==> src/rtl/event_mode_sel.sv <==
module event_mode_sel #(
  parameter int NEVT   = 8,
  parameter int REQ_W  = 8,
  parameter int REV_OK = 1,
  parameter int FN_OK  = 1,
  parameter int VAL_OK = 1
) (
  input  logic             clk,
  input  logic             por_n,
  input  logic             boot_pulse,
  input  logic             req_valid,
  input  logic [REQ_W-1:0] req_rev,
  input  logic [REQ_W-1:0] req_fn,
  input  logic [REQ_W-1:0] req_val,
  input  logic [NEVT-1:0]  evt_in,
  output logic             mode_active,
  output logic             mode_pending,
  output logic [2:0]       status,
  output logic [NEVT-1:0]  legacy_evt,
  output logic [NEVT-1:0]  gpio_evt
);
  localparam logic [REQ_W-1:0] K_REV = REQ_W'(REV_OK);
  localparam logic [REQ_W-1:0] K_FN  = REQ_W'(FN_OK);
  localparam logic [REQ_W-1:0] K_VAL = REQ_W'(VAL_OK);

  logic boot_q, act_q, seen_q;

  wire boot_edge = boot_pulse & ~boot_q;
  wire fields_ok = (req_rev == K_REV) && (req_fn == K_FN) && (req_val == K_VAL);
  wire req_ok    = req_valid & ~boot_pulse & fields_ok;

  always_ff @(posedge clk or negedge por_n) begin
    if (!por_n) begin
      boot_q <= 1'b0;
      act_q  <= 1'b0;
      seen_q <= 1'b0;
    end else begin
      boot_q <= boot_pulse;
      if (boot_edge) begin
        act_q  <= seen_q;
        seen_q <= 1'b0;
      end else if (req_ok) begin
        seen_q <= 1'b1;
      end
    end
  end

  assign mode_active  = act_q;
  assign mode_pending = seen_q;
  assign status       = {seen_q, seen_q, act_q};
  assign legacy_evt   = act_q ? '0 : evt_in;
  assign gpio_evt     = act_q ? evt_in : '0;
endmodule


==> config.mk <==
export PLATFORM = sky130hd
export DESIGN_NAME = event_mode_sel
export DESIGN_NICKNAME = d
export VERILOG_FILES = /design/src/rtl/event_mode_sel.sv
export SDC_FILE = /design/constraint.sdc
export NUM_CORES = 1
export LEC_CHECK = 0
export ABC_AREA = 0
export BUFFER_PORTS_ARGS = -buffer_cell sky130_fd_sc_hd__buf_2
export CORE_AREA = 5 5 42 44
export DETAILED_ROUTE_END_ITERATION = 12
export DIE_AREA = 0 0 47 49
export GPL_TIMING_DRIVEN = 0
export PLACE_DENSITY = 0.71
export SLEW_MARGIN = 20
export SYNTH_ARGS = -nofsm -noshare
export SYNTH_HDL_FRONTEND = slang
export SYNTH_SLANG_ARGS = --single-unit
==> constraint.sdc <==
create_clock -name clk -period 1.08 [get_ports clk]
set_input_delay 0.054 -clock clk [delete_from_list [all_inputs] [get_ports clk]]
set_output_delay 0.054 -clock clk [all_outputs]
set_load 0.005 [all_outputs]
==> flow_metrics.py, run 1 <==
metrics = {
    "critical_path": {
        "critPathArrivalTime_ns": 1.06,
        "crit_fanout": 5,
        "reg2reg_from": "boot_q",
        "required_ns": 1.03,
        "rr_worst_depth": 2,
        "rrSetupSlack_ns": 0.12,
        "end_kind": "output port",
        "crit_end": "legacy_evt[6]",
        "r2r_end": "mode_active",
        "start_kind": "flip-flop",
        "critPathLaunch": "mode_active",
        "critPathKind": "reg -> out",
    },
    "timing": {
        "rsz0062_at_grt": "true",
        "final.period_utilization_pct": 103,
        "setup_viol": 13,
        "timing.final.max_slew_violations": 0,
        "timing.fmax_mhz": 898,
        "worst-slew-pin-transition_ns": 0.271,
        "fin_worst_skew_ns": 0.000306,
        "hold_violations": 0,
        "min_period_ns": 1.11,
        "setup_tns_ns": -0.143,
        "setup_ws_ns": -0.0331,
        "timing.hold.ws_ns": 0.120,
        "relSlewSlack_pct": 81.7,
    },
    "layout": {
        "fill_cells": 137,
        "diodes": 0,
        "syn_to_final_growth_pct": 146,
        "fin_nets": 138,
        "seq_area_um2": 76.3,
        "drive_gt1_share_pct": 79.2,
        "multi_input_area_um2": 228,
    },
    "synth": {
        "yosys_warnings": 0,
        "ys_ff_latch": 3,
        "yosysSeqAreaShare_pct": 23.9,
        "avgSynthCellArea_um2": 8.72,
        "synth_area_leaders": "dfrtp_1, and2_1, nor2b_1, nor4b_2, buf_4",
        "netlist_area_um2": 314,
        "synth-edff-count": 0,
        "async_flop_share_pct": 100,
        "yosysTopAreaCell": "dfrtp_1",
        "netlist_instances": 36,
        "netlist_top_cells_count": "and2_1, nor2b_1, buf_4, dfrtp_1, nor4b_2",
        "synthFlopType": "dfrtp_1",
        "synth_nets": 72,
        "synth_top_area_share_pct": 23.9,
        "synth_cell_type_count": 15,
    },
    "grt": {
        "grt_pass1_vias": 555,
        "antenna_found_initial": 0,
        "grtUsageTotal_pct": 14.2,
        "grt_max_degree": 10,
        "overflow": 0,
        "grt_pass1_wl_mm": 2.37,
    },
    "floorplan": {
        "die_w_um": 47,
        "core_area_mm2": 0.00140,
        "ios": 57,
        "die-area_mm2": 0.00230,
        "start_util_pct": 22.4,
        "dieHeight_um": 49,
        "rows": 14,
    },
    "flow_run": {
        "maxCapViolCount": 0,
    },
    "clock_tree": {
        "clk_latency_ns": 0.23,
        "cts_buffers": 3,
        "cts_buffer_depth": 2,
        "cts_max_level": 1,
        "cts_root_buf": "clkbuf_4",
        "cts.sinks": 3,
        "cts_tree": "built",
        "clkTransAtPathRegs_ns": 0.04,
    },
    "detailed_routing": {
        "routed_wl_mm": 1.49,
        "drc": 0,
        "first_iter_violations": 7,
        "via_per_inst": 4.26,
        "wire_per_inst_um": 12.7,
        "drtPass1Iterations": 3,
        "vias": 499,
        "ant_nets": 0,
    },
    "power": {
        "vdd_ir_drop_max_v": 0.000322,
        "p_leak_nw": 0.426,
        "pwr_density_cell_mw_per_mm2": 554,
    },
    "place": {
        "port_buffers": 56,
        "dpl.hpwl_mm": 1.10,
        "gp_congestion": 0.658,
    },
    "hold_path": {
        "hold_class": "in -> reg",
    },
    "run_status": {
        "outcome": "complete, but fails checks",
        "violations": "setup timing",
    },
}
## power breakdown
| group | leakage, nW | internal (mW) | switching, mW |
|---|---|---|---|
| combinational | 0.374 | 0.0755 | 0.0413 |
| sequential | 0.0379 | 0.115 | 0.000936 |
| clock | 0.0150 | 0.138 | 0.0563 |
| total | 0.426 | 0.329 | 0.0985 |
## placed cells by master, fill, tap and decap left out
master	instances
buf_2	48
nor4b_2	3
dlygate4sd3_1	2
o22ai_1	1
nor4b_1	1
dfrtp_1	2
nand4_1	1
nand3_1	1
and2_4	8
nor2b_2	1
clkbuf_4	3
mux2_2	1
nor2_1	1
nor4_1	2
buf_6	12
buf_4	3
inv_1	1
clkbuf_1	1
nor2b_1	8
dfrtp_2	1
## critical path, cell delays in order (launching register included)
cell     delay, ns
dfrtp_2       0.43
buf_6         0.14
nor2b_1       0.13
buf_2         0.13
## final cells by class
class	instances	share of cell area, %
Timing Repair Buffer	61	49.8
Multi-Input combinational cell	28	29.5
Sequential cell	3	9.89
Buffer	4	4.38
Clock buffer	4	3.40
Tap cell	16	2.59
Inverter	1	0.486
## per-layer routing
layer	up-vias	routed length, um	global-route usage, %
met3	0	105	6.64
met4	0	0	4.15
met5	-	0	0
met1	223	470	13.5
li1	252	-	-
met2	24	910	25.8
## metrics by stage
step / area (um2) / setup WS (ns) / util [%] / power, mW / cells
final: 772 / -0.0331 / 55.1 / 0.427 / 117
after detailed placement: 614 / 0.0256 / 43.8 / 0.227 / 108
after global routing: 772 / -0.0748 / 55.1 / 0.463 / 117
after floorplan: 314 / 0.0833 / - / 0.143 / 36
after global placement: 614 / 0.0402 / 43.8 / 0.224 / 108
after CTS: 734 / -0.0197 / 52.4 / 0.437 / 116
## kinds of logic (layout without fill, tap and decap cells)
kind of cell	Yosys count	in the layout	synth area share [%]
compound gates	1	1	1.99
buf+inv	5	70	9.96
flops	3	3	23.9
simple gates	26	26	60.6
mux	1	1	3.59
## flip-flops by register name, summed over array words and instances, names as in the netlist
register	count
mode_active	1
boot_q	1
mode_pending	1
## worst min-delay path by stage
stage	from	endpoint	slack [ns]	cells past startpoint
3_5_place_dp	por_n	mode_pending	-0.15	1
2_1_floorplan	por_n	boot_q	-0.24	0
4_1_cts	req_rev[4]	mode_pending	0.12	4
3_3_place_gp	por_n	boot_q	-0.15	1
5_1_grt	req_val[5]	mode_pending	0.14	4
6_report	req_rev[4]	mode_pending	0.12	4
## repair_timing
action / 4_1_cts / 5_1_grt
endpoints found under the setup margin: 9 / 17
cloned: 1 / 1
hold buffers: 2 / 0
buffers inserted: 1 / 0
gates resized for setup: 15 / 7
pin swaps: 1 / 0
hold endpoints to repair: 4 / 0
No activity file was read; power rests on OpenSTA's default activity.
==> inputs of run 2 (changes only) <==
Settings changed: RECOVER_POWER from default to 100.
==> run 2 against run 1 <==
Compared with the run above: sequential share of layout area rose by 0.065 points; global-route usage did not move; combinational power barely moved; clock power barely moved; the flow still finishes with violations (setup timing); final cell count did not move.
==> flow_metrics.py, run 2 (synthesis gave the netlist of run 1 again) <==
metrics = {
    "grt": {
        "overflow": 0,
        "grt_pass1_vias": 555,
        "grtUsageTotal_pct": 14.2,
        "antenna_found_initial": 0,
        "grt_max_degree": 10,
        "grt_pass1_wl_mm": 2.37,
    },
    "floorplan": {
        "ios": 57,
        "start_util_pct": 22.4,
        "core_area_mm2": 0.00140,
        "die_w_um": 47,
        "die-area_mm2": 0.00230,
        "dieHeight_um": 49,
        "rows": 14,
    },
    "timing": {
        "timing.final.max_slew_violations": 0,
        "worst-slew-pin-transition_ns": 0.272,
        "timing.fmax_mhz": 898,
        "setup_ws_ns": -0.0331,
        "setup_tns_ns": -0.142,
        "rsz0062_at_grt": "true",
        "fin_worst_skew_ns": 0.000306,
        "relSlewSlack_pct": 81.6,
        "min_period_ns": 1.11,
        "hold_violations": 0,
        "setup_viol": 13,
        "final.period_utilization_pct": 103,
        "timing.hold.ws_ns": 0.119,
    },
    "place": {
        "port_buffers": 56,
        "dpl.hpwl_mm": 1.10,
        "gp_congestion": 0.658,
    },
    "layout": {
        "syn_to_final_growth_pct": 144,
        "seq_area_um2": 76.3,
        "final_common_cell": "buf_2",
        "diodes": 0,
        "mostFrequentLayoutCells": "buf_2, buf_6, nor2b_1",
        "fill_cells": 138,
        "drive_gt1_share_pct": 76.2,
        "fin_nets": 138,
        "multi_input_area_um2": 225,
    },
    "power": {
        "comb_power_share_pct": 27.1,
        "vdd_ir_drop_max_v": 0.000322,
        "internal_power_mw": 0.327,
        "pwr_density_cell_mw_per_mm2": 555,
        "switchingPower_mw": 0.0982,
        "switching_share_pct": 23.1,
        "pwr-share-clk_pct": 45.7,
        "seq_power_share_pct": 27.2,
        "p_leak_nw": 0.419,
    },
    "critical_path": {
        "critical-path-top-delay-family": "flip-flops",
        "critPathKind": "reg -> out",
        "cp_slowest_cell": "dfrtp_2",
        "crit_fanout": 5,
        "cp_num_buf_inv": 2,
        "required_ns": 1.03,
        "cpPeakStageDelay_ns": 0.43,
        "crit_chain": "buf_6 > nor2b_1 > buf_2",
        "end_kind": "output port",
        "critPathArrivalTime_ns": 1.06,
        "start_kind": "flip-flop",
    },
    "flow_run": {
        "maxCapViolCount": 0,
    },
    "clock_tree": {
        "cts_max_level": 1,
        "cts_buffers": 3,
        "cts_tree": "built",
        "cts.sinks": 3,
        "clkTransAtPathRegs_ns": 0.04,
        "cts_root_buf": "clkbuf_4",
        "cts_buffer_depth": 2,
        "clk_latency_ns": 0.23,
    },
    "detailed_routing": {
        "drc": 0,
        "via_per_inst": 4.26,
        "drtPass1Iterations": 3,
        "wl_met1_um": 478,
        "vias": 499,
        "wire_per_inst_um": 12.7,
        "dr_wl_met3_um": 105,
        "routed_wl_mm": 1.49,
        "first_iter_violations": 7,
        "ant_nets": 0,
        "top_layer": "met3",
        "route.met2.wl_um": 905,
    },
    "hold_path": {
        "hold_class": "in -> reg",
    },
    "run_status": {
        "outcome": "complete, but fails checks",
        "violations": "setup timing",
    },
}
## run 2: final cells by class
cell class / count / share of cell area [%]
inverters: 1 / 0.489
repair buffers: 61 / 49.8
flip-flops and latches: 3 / 9.95
well taps: 16 / 2.61
multi-input cells: 28 / 29.4
plain buffers: 4 / 4.40
clock buffers: 4 / 3.43
## run 2: metal layers
| metal | vias up | global-route usage, % |
|---|---|---|
| met4 | 0 | 4.15 |
| met3 | 0 | 6.64 |
| met2 | 24 | 25.8 |
| met5 | - | 0 |
| li1 | 253 | - |
| met1 | 222 | 13.5 |
## run 2: final timing paths
kind / to / slack (ns) / cells past startpoint / from
setup / recovery: legacy_evt[6] / -0.03 / 3 / mode_active
hold / removal: mode_pending / 0.12 / 4 / req_rev[4]
setup reg to reg: mode_active / 0.09 / 2 / boot_q
hold reg to reg: mode_pending / 0.57 / 2 / boot_q
max in group asynchronous: mode_active / 0.71 / 2 / por_n
min in group asynchronous: mode_active / 0.19 / 2 / por_n
## run 2: per-stage QoR
stage                     cells  power [mW]  setup slack [ns]  utilization, %  area (um2)
after floorplan              36       0.143            0.0833               -         314
after global placement      108       0.224            0.0402            43.8         614
after detailed placement    108       0.227            0.0256            43.8         614
after CTS                   116       0.437           -0.0197            52.4         734
after global routing        117       0.461           -0.0748            54.7         767
final                       117       0.425           -0.0331            54.7         767
## run 2: what timing repair did
action	4_1_cts	5_1_grt
gates cloned	1	1
endpoints found under the hold margin	4	0
buffers inserted	1	0
hold buffers	2	0
pin swaps	1	0
endpoints found under the setup margin	9	17
gates resized for setup	15	7
## run 2: power groups by stage
| stage | registers (mW) | clock network (mW) | logic (mW) |
|---|---|---|---|
| final | 0.116 | 0.195 | 0.115 |
| after global routing | 0.115 | 0.217 | 0.129 |
| after CTS | 0.116 | 0.204 | 0.116 |
| after detailed placement | 0.117 | 0 | 0.110 |
| after global placement | 0.117 | 0 | 0.106 |
| after floorplan | 0.117 | 0 | 0.0255 |
## run 2: worst reg2reg max path, stage by stage, from the launching register on
cell and delay, ns:
dfrtp_1 0.36, nor2b_1 0.16, mux2_2 0.35
